<file path="config.mk">
export PLATFORM = sky130hd
export DESIGN_NAME = ddr2_init_seq
export DESIGN_NICKNAME = d
export VERILOG_FILES = /design/src/rtl/ddr2_init_pkg.sv /design/src/rtl/ddr2_gap_timer.sv /design/src/rtl/ddr2_mode_word.sv /design/src/rtl/ddr2_cmd_drive.sv /design/src/rtl/ddr2_init_seq.sv
export SDC_FILE = /design/constraint.sdc
export NUM_CORES = 1
export LEC_CHECK = 0
export BUFFER_PORTS_ARGS = -buffer_cell sky130_fd_sc_hd__buf_2
export CAP_MARGIN = 30
export CORE_MARGIN = 5
export CORE_UTILIZATION = 37
export CTS_CLUSTER_DIAMETER = 100
export DETAILED_ROUTE_END_ITERATION = 12
export GPL_ROUTABILITY_DRIVEN = 0
export PLACE_DENSITY = 0.69
export SLEW_MARGIN = 10
export SYNTH_ARGS = -nofsm -noshare
export SYNTH_HDL_FRONTEND = slang
export SYNTH_SLANG_ARGS = --single-unit
export TNS_END_PERCENT = 30
</file>
<file path="constraint.sdc">
create_clock -name clk -period 3.2 [get_ports clk]
set_clock_uncertainty 0.1 [all_clocks]
set_input_delay 0.32 -clock clk [delete_from_list [all_inputs] [get_ports clk]]
set_output_delay 0.32 -clock clk [all_outputs]
set_load 0.005 [all_outputs]
</file>
<file path="src/rtl/ddr2_init_pkg.sv">
`timescale 1ns/1ps
// Package: ddr2_init_pkg
// Shared types and build-time helpers for the DDR2 bring-up sequencer.
// Assumes command pin order {cs_n, ras_n, cas_n, we_n} in every encoding.
package ddr2_init_pkg;

    // Command pin patterns, bit order {cs_n, ras_n, cas_n, we_n}
    typedef enum logic [3:0] {
        CMD_MRS = 4'b0000,
        CMD_REF = 4'b0001,
        CMD_PRE = 4'b0010,
        CMD_NOP = 4'b0111
    } ddr_cmd_e;

    // Sequencer steps, in issue order
    typedef enum logic [3:0] {
        ST_IDLE,
        ST_PWRUP,
        ST_CKE,
        ST_PRE1,
        ST_EMR2,
        ST_EMR3,
        ST_EMR1_DLL,
        ST_MRS_RST,
        ST_PRE2,
        ST_REF1,
        ST_REF2,
        ST_MRS_RUN,
        ST_EMR1_OCD,
        ST_EMR1_EXIT,
        ST_DONE
    } init_step_e;

    // Rounded-up integer division for time-to-cycle conversion
    function automatic int ceil_div(input int num, input int den);
        return (num + den - 1) / den;
    endfunction

    // Larger of two integers
    function automatic int imax(input int a, input int b);
        return (a > b) ? a : b;
    endfunction

endpackage

</file>
<file path="src/rtl/ddr2_gap_timer.sv">
`timescale 1ns/1ps
// Module: ddr2_gap_timer
// Single down-counter that times every inter-command gap.
// A load of N makes expire high N cycles later (N >= 1).
// Assumes load only arrives while the counter is idle.
module ddr2_gap_timer #(
    parameter int CNT_W = 16
) (
    input  logic             clk,
    input  logic             rst_n,
    input  logic             load,
    input  logic [CNT_W-1:0] load_val,
    output logic             expire
);

    logic [CNT_W-1:0] cnt;

    // Count down from the loaded value to zero
    always_ff @(posedge clk) begin
        if (!rst_n) begin
            cnt <= '0;
        end else if (load) begin
            cnt <= load_val;
        end else if (cnt != '0) begin
            cnt <= cnt - 1'b1;
        end
    end

    // Last cycle of the wait
    assign expire = (cnt == CNT_W'(1));


    no_reload_chk: assert property (@(posedge clk) disable iff (!rst_n)
        load |-> (cnt == '0));

endmodule

</file>
<file path="src/rtl/ddr2_mode_word.sv">
`timescale 1ns/1ps
// Module: ddr2_mode_word
// Builds the bank address and address payload for each sequencer step.
// Assumes ROW_W >= 12 so that the write recovery field fits.
module ddr2_mode_word
    import ddr2_init_pkg::*;
#(
    parameter int ROW_W   = 13,
    parameter int WR_CODE = 1
) (
    input  init_step_e       step,
    input  logic [2:0]       cfg_cas_lat,
    input  logic             cfg_burst8,
    input  logic [1:0]       cfg_odt,
    input  logic             cfg_drv_half,
    output logic [1:0]       word_ba,
    output logic [ROW_W-1:0] word_addr
);

    localparam logic [2:0] WR_FIELD = 3'(WR_CODE);

    logic [ROW_W-1:0] main_word;
    logic [ROW_W-1:0] ext1_word;
    logic             dll_rst;
    logic [2:0]       ocd_field;

    // Step-dependent bits of the main and extended-1 payloads
    always_comb begin
        dll_rst   = (step == ST_MRS_RST);
        ocd_field = (step == ST_EMR1_OCD) ? 3'b111 : 3'b000;
    end

    // Main mode register payload
    always_comb begin
        main_word        = '0;
        main_word[2:0]   = cfg_burst8 ? 3'b011 : 3'b010;
        main_word[6:4]   = cfg_cas_lat;
        main_word[8]     = dll_rst;
        main_word[11:9]  = WR_FIELD;
    end

    // Extended mode register 1 payload; A0 low keeps the DLL enabled
    always_comb begin
        ext1_word       = '0;
        ext1_word[1]    = cfg_drv_half;
        ext1_word[2]    = cfg_odt[0];
        ext1_word[6]    = cfg_odt[1];
        ext1_word[9:7]  = ocd_field;
    end

    // Select register target and payload per step
    always_comb begin
        word_ba   = 2'b00;
        word_addr = '0;
        unique case (step)
            ST_EMR2:      word_ba = 2'b10;
            ST_EMR3:      word_ba = 2'b11;
            ST_EMR1_DLL,
            ST_EMR1_OCD,
            ST_EMR1_EXIT: begin
                word_ba   = 2'b01;
                word_addr = ext1_word;
            end
            ST_MRS_RST,
            ST_MRS_RUN:   word_addr = main_word;
            ST_PRE1,
            ST_PRE2:      word_addr[10] = 1'b1;
            default:      word_addr = '0;
        endcase
    end

endmodule

</file>
<file path="src/rtl/ddr2_cmd_drive.sv">
`timescale 1ns/1ps
// Module: ddr2_cmd_drive
// Maps the current step and issue flag onto the device pins.
// Assumes issue is high for exactly one cycle per step.
module ddr2_cmd_drive
    import ddr2_init_pkg::*;
#(
    parameter int ROW_W = 13
) (
    input  init_step_e       step,
    input  logic             issue,
    input  logic [1:0]       word_ba,
    input  logic [ROW_W-1:0] word_addr,
    output logic             ddr_cke,
    output logic             ddr_cs_n,
    output logic             ddr_ras_n,
    output logic             ddr_cas_n,
    output logic             ddr_we_n,
    output logic [1:0]       ddr_ba,
    output logic [ROW_W-1:0] ddr_addr
);

    ddr_cmd_e step_cmd;
    ddr_cmd_e pin_cmd;

    // Command type that belongs to each step
    always_comb begin
        unique case (step)
            ST_PRE1, ST_PRE2:           step_cmd = CMD_PRE;
            ST_REF1, ST_REF2:           step_cmd = CMD_REF;
            ST_EMR2, ST_EMR3,
            ST_EMR1_DLL, ST_EMR1_OCD,
            ST_EMR1_EXIT,
            ST_MRS_RST, ST_MRS_RUN:     step_cmd = CMD_MRS;
            default:                    step_cmd = CMD_NOP;
        endcase
    end

    // Gate the command to the issue cycle; NOP everywhere else
    always_comb begin
        pin_cmd  = issue ? step_cmd : CMD_NOP;
        ddr_ba   = issue ? word_ba : 2'b00;
        ddr_addr = issue ? word_addr : '0;
        {ddr_cs_n, ddr_ras_n, ddr_cas_n, ddr_we_n} = pin_cmd;
    end

    // Clock enable stays low until the power-up hold ends
    assign ddr_cke = (step != ST_IDLE) && (step != ST_PWRUP);

endmodule

</file>
<file path="src/rtl/ddr2_init_seq.sv">
`timescale 1ns/1ps
// Module: ddr2_init_seq
// DDR2 power-up initialization sequencer. On start it walks a fixed
// command list, spacing commands by gaps computed from CLK_PERIOD_PS,
// and raises init_done after the final wait. Assumes static cfg inputs
// during the sequence and a clock period of at least 2 ns.
module ddr2_init_seq
    import ddr2_init_pkg::*;
#(
    parameter int CLK_PERIOD_PS = 8000,
    parameter int PWRUP_PS      = 200_000_000,
    parameter int CKE_SETTLE_PS = 400_000,
    parameter int TRP_PS        = 15_000,
    parameter int TRFC_PS       = 105_000,
    parameter int TWR_PS        = 15_000,
    parameter int TMRD_CK       = 2,
    parameter int DLL_LOCK_CK   = 200,
    parameter int ROW_W         = 13
) (
    input  logic             clk,
    input  logic             rst_n,
    input  logic             start,
    input  logic [2:0]       cfg_cas_lat,
    input  logic             cfg_burst8,
    input  logic [1:0]       cfg_odt,
    input  logic             cfg_drv_half,
    output logic             ddr_cke,
    output logic             ddr_cs_n,
    output logic             ddr_ras_n,
    output logic             ddr_cas_n,
    output logic             ddr_we_n,
    output logic [1:0]       ddr_ba,
    output logic [ROW_W-1:0] ddr_addr,
    output logic             init_done
);

    // Gaps in cycles, rounded up, never below 2 (counter scheme minimum)
    localparam int PWRUP_CK = imax(ceil_div(PWRUP_PS, CLK_PERIOD_PS), 2);
    localparam int CKE_CK   = imax(ceil_div(CKE_SETTLE_PS, CLK_PERIOD_PS), 2);
    localparam int TRP_CK   = imax(ceil_div(TRP_PS, CLK_PERIOD_PS), 2);
    localparam int TRFC_CK  = imax(ceil_div(TRFC_PS, CLK_PERIOD_PS), 2);
    localparam int MRD_CK   = imax(TMRD_CK, 2);
    localparam int PRE1_CK  = imax(CKE_CK, TRP_CK);
    localparam int FINAL_CK = imax(DLL_LOCK_CK, MRD_CK);
    localparam int WR_CODE  = imax(ceil_div(TWR_PS, CLK_PERIOD_PS), 2) - 1;
    localparam int MAX_GAP  = imax(imax(PWRUP_CK, FINAL_CK), imax(PRE1_CK, TRFC_CK));
    localparam int CNT_W    = $clog2(MAX_GAP + 1);

    init_step_e       step_q;
    logic             issue_q;
    logic             expire;
    logic [CNT_W-1:0] gap_m1;
    logic [1:0]       word_ba;
    logic [ROW_W-1:0] word_addr;

    // Successor of each step in the bring-up order
    function automatic init_step_e next_step(input init_step_e s);
        unique case (s)
            ST_PWRUP:     return ST_CKE;
            ST_CKE:       return ST_PRE1;
            ST_PRE1:      return ST_EMR2;
            ST_EMR2:      return ST_EMR3;
            ST_EMR3:      return ST_EMR1_DLL;
            ST_EMR1_DLL:  return ST_MRS_RST;
            ST_MRS_RST:   return ST_PRE2;
            ST_PRE2:      return ST_REF1;
            ST_REF1:      return ST_REF2;
            ST_REF2:      return ST_MRS_RUN;
            ST_MRS_RUN:   return ST_EMR1_OCD;
            ST_EMR1_OCD:  return ST_EMR1_EXIT;
            ST_EMR1_EXIT: return ST_DONE;
            default:      return s;
        endcase
    endfunction

    // Gap to the next command, minus one, for the current step
    always_comb begin
        unique case (step_q)
            ST_PWRUP:          gap_m1 = CNT_W'(PWRUP_CK - 1);
            ST_CKE:            gap_m1 = CNT_W'(CKE_CK - 1);
            ST_PRE1:           gap_m1 = CNT_W'(PRE1_CK - 1);
            ST_PRE2:           gap_m1 = CNT_W'(TRP_CK - 1);
            ST_REF1, ST_REF2:  gap_m1 = CNT_W'(TRFC_CK - 1);
            ST_EMR1_EXIT:      gap_m1 = CNT_W'(FINAL_CK - 1);
            default:           gap_m1 = CNT_W'(MRD_CK - 1);
        endcase
    end

    // Step sequencing: one issue cycle, then wait until the timer expires
    always_ff @(posedge clk) begin
        if (!rst_n) begin
            step_q  <= ST_IDLE;
            issue_q <= 1'b0;
        end else if (step_q == ST_IDLE) begin
            if (start) begin
                step_q  <= ST_PWRUP;
                issue_q <= 1'b1;
            end
        end else if (issue_q) begin
            issue_q <= 1'b0;
        end else if (expire && step_q != ST_DONE) begin
            step_q  <= next_step(step_q);
            issue_q <= (next_step(step_q) != ST_DONE);
        end
    end

    ddr2_gap_timer #(
        .CNT_W (CNT_W)
    ) u_timer (
        .clk      (clk),
        .rst_n    (rst_n),
        .load     (issue_q),
        .load_val (gap_m1),
        .expire   (expire)
    );

    ddr2_mode_word #(
        .ROW_W   (ROW_W),
        .WR_CODE (WR_CODE)
    ) u_word (
        .step         (step_q),
        .cfg_cas_lat  (cfg_cas_lat),
        .cfg_burst8   (cfg_burst8),
        .cfg_odt      (cfg_odt),
        .cfg_drv_half (cfg_drv_half),
        .word_ba      (word_ba),
        .word_addr    (word_addr)
    );

    ddr2_cmd_drive #(
        .ROW_W (ROW_W)
    ) u_drive (
        .step      (step_q),
        .issue     (issue_q),
        .word_ba   (word_ba),
        .word_addr (word_addr),
        .ddr_cke   (ddr_cke),
        .ddr_cs_n  (ddr_cs_n),
        .ddr_ras_n (ddr_ras_n),
        .ddr_cas_n (ddr_cas_n),
        .ddr_we_n  (ddr_we_n),
        .ddr_ba    (ddr_ba),
        .ddr_addr  (ddr_addr)
    );

    // Ready flag follows the terminal step
    assign init_done = (step_q == ST_DONE);


    wait_nop_chk: assert property (@(posedge clk) disable iff (!rst_n)
        !issue_q |-> ({ddr_cs_n, ddr_ras_n, ddr_cas_n, ddr_we_n} == 4'b0111));


    cmd_then_nop_chk: assert property (@(posedge clk) disable iff (!rst_n)
        ({ddr_cs_n, ddr_ras_n, ddr_cas_n, ddr_we_n} != 4'b0111)
        |=> ({ddr_cs_n, ddr_ras_n, ddr_cas_n, ddr_we_n} == 4'b0111));


    cke_hold_chk: assert property (@(posedge clk) disable iff (!rst_n)
        ddr_cke |=> ddr_cke);


    done_sticky_chk: assert property (@(posedge clk) disable iff (!rst_n)
        init_done |=> init_done);


    pre_a10_chk: assert property (@(posedge clk) disable iff (!rst_n)
        ({ddr_cs_n, ddr_ras_n, ddr_cas_n, ddr_we_n} == 4'b0010) |-> ddr_addr[10]);


    mr_cke_chk: assert property (@(posedge clk) disable iff (!rst_n)
        ({ddr_cs_n, ddr_ras_n, ddr_cas_n, ddr_we_n} == 4'b0000) |-> ddr_cke);

endmodule

</file>
==> metrics.txt <==
status finished clean; Worst-Skew Late Latency 270 ps; Inserted Clock Buffers 3; DR vias/cell 5.348; row cnt 24; I/O Pins 31; global-route wire length before repair 6.161 mm; Layout area overhead 11.08%; Syn Std Cell Area 1660 um^2; initial DRC count 53; reg-to-reg endpoint u_drive.step_cmd[1]; DRT antenna net count 0; R2R Setup Slk 630 ps; Synth cell types 54; sequential element share of the synthesized area 0.2773; Bufs on Longest Clock Path 2; Overflow after GRT 0; Worst Reg-to-Reg Cells 10; fin. max-slew vios 0; initial antenna violation count 0; final setup vio count 0; Post-CTS Setup Bufs 0; Max Fanout on Critical Path 6; Hold Path Depth 3; die width 76.99 um; crit-path leading delay family compound AO/OA/AOI/OAI gates; setup_tns 0 ps; nets 231; Final Routed Wirelength 3.623 mm; Post-synth EDFFs 0; RSZ-0062 raised after global routing false; routed via count 1428; WL per Instance 13.57 um; synth cell count leaders dfxtp_1 (23), nor2_1 (20), clkbuf_1 (12), nand2_1 (10); Die Y 76.99 um; critical path type flip-flop to flip-flop; vias in the first global route 1336; Setup WS pre-CTS 647.6 ps; fin crit period 2568 ps; Worst Path Required 3260 ps; DRC violations left 0; crit start category flip-flop; Max VDD drop 0.3628 mV; Cells after DPL 263; final std cells w/o fill 267; min-delay worst type primary input to flip-flop; Crit Reg-Reg Startpoint u_timer.cnt[0]; Async S/R FF share, synth 0; Leak 0.8075 nW; leading area contributor after synthesis dfxtp_1; PwrDens 890.9 nW/um^2; CTS resizes 0; core area 4354 um^2; Synthesis Warnings 0; Worst-path clk slew 80 ps; H-tree depth 1; Post-CTS Hold Fix Bufs 0; ANT cells 0; Setup crit end kind flip-flop; Die ar. 5927 um^2; 1st-pass router iterations 4; CTS tree done; number of port buffers 26; Starting Density 0.3813; Fin Hold WS 253.8 ps; CP Depth 10; end point of the critical path u_drive.step_cmd[1]; slew at the pin with the worst max-slew slack 562.6 ps; GRT Total Usage 0.1198; Worst path slowest cell dfxtp_1; cells along the critical path ha_1 -> nor3b_1 -> and4_1 -> a311o_1 -> o211a_1 -> inv_1 -> ha_1 -> inv_1 -> o21ai_0 -> a211o_1; worst path bufs/invs 2; CP startpoint u_timer.cnt[0]; clock net sink count 23; FMAX 389.4 MHz; final setup margin 631.7 ps; Avg Inst Size Synth 8.428 um^2; fin crit share 0.8026; count leader, synth dfxtp_1; CP peak stage delay 430 ps; Crit path arrival time 2630 ps; CTS root buf clkbuf_8; Yosys top cell area share 0.2773; Top FF cell, synth dfxtp_1; Synth Register Bits 23; Gate Count Post-Synth 197; Max-Cap Viols 0; Slew HR 0.6244; share of cells above drive strength 1 0.2047; top cells by area, synth dfxtp_1 (28%), nor2_1 (4.5%), nor4_4 (3.8%); final core occ 0.4236; Final HPWL DP 2.691 mm; Hold Fails Final Rpt 0; largest net degree at the start of global routing 26; Fillers 437
-- cells in the final DEF (no fill, tap or decap), types with 3 or more instances in the layout --
cell type,instances
nand2_1,10
ha_1,5
nor4_4,3
nand4_1,4
and4_1,3
nand2b_1,7
o21ai_0,6
nor3_1,3
o211a_1,4
a21oi_1,6
xnor2_1,7
and2_1,6
dfxtp_1,23
nor4_1,3
nor3b_1,6
and3_1,3
xor2_1,6
buf_2,26
conb_1,4
inv_1,6
nor2_1,20
clkbuf_8,3
o21a_1,3
-- worst min-delay path, stage by stage --
cell and delay (ps):
buf_2 100, nand3b_1 100, o31ai_1 60
-- final cells by class --
cell class / instances / area (um^2) / share of cell area
clock buffers: 4 / 45.04 / 0.02442
repair buffers: 28 / 145.1 / 0.07870
flip-flops and latches: 23 / 460.4 / 0.2497
multi-input cells: 154 / 1106 / 0.5997
well taps: 52 / 65.06 / 0.03528
inverters: 6 / 22.52 / 0.01221
-- power by group --
part | total, mW | internal, mW | leakage, nW | switching, mW
sequential | 0.546 | 0.384 | 0.189 | 0.162
clock | 0.187 | 0.0891 | 0.0228 | 0.0982
combinational | 0.910 | 0.442 | 0.596 | 0.468
-- stage by stage --
step | cell area [um^2] | total power, mW
6_report | 1844 | 1.643
5_1_grt | 1844 | 1.795
4_1_cts | 1844 | 1.656
3_5_place_dp | 1799 | 1.465
3_3_place_gp | 1799 | 1.450
2_1_floorplan | 1672 | 1.299
-- worst min path at each step --
stage / end / start
after floorplan: issue_q / start
after global placement: u_timer.cnt[11] / u_timer.cnt[11]
after detailed placement: u_timer.cnt[11] / u_timer.cnt[11]
after CTS: issue_q / start
after global routing: issue_q / start
final: issue_q / start
-- cells by family (layout without fill, tap and decap cells) --
group,count (synthesis),count (layout),share of synthesized area
mux,2,2,0.01206
compound gates,40,40,0.1801
fa+ha+maj,5,5,0.03768
flops,23,23,0.2773
simple gates,90,90,0.3587
other cells,1,4,0.002259
xor+xnor,13,13,0.06858
buf+inv,23,38,0.06330
-- layer usage --
| metal | global-route usage | wire length (um) | vias up |
|---|---|---|---|
| met2 | 0.2012 | 1772 | 24 |
| li1 | - | - | 735 |
| met4 | 0.01375 | 4 | 0 |
| met5 | 0 | 0 | - |
| met3 | 0.02576 | 157 | 2 |
| met1 | 0.1623 | 1689 | 667 |
-- registers in the layout (all words and copies together), names as in the netlist --
| name | flops |
|---|---|
| issue_q | 1 |
| step_q | 4 |
| u_drive.step_cmd | 3 |
| u_timer.cnt | 15 |
(Power assumes the default switching activity.)
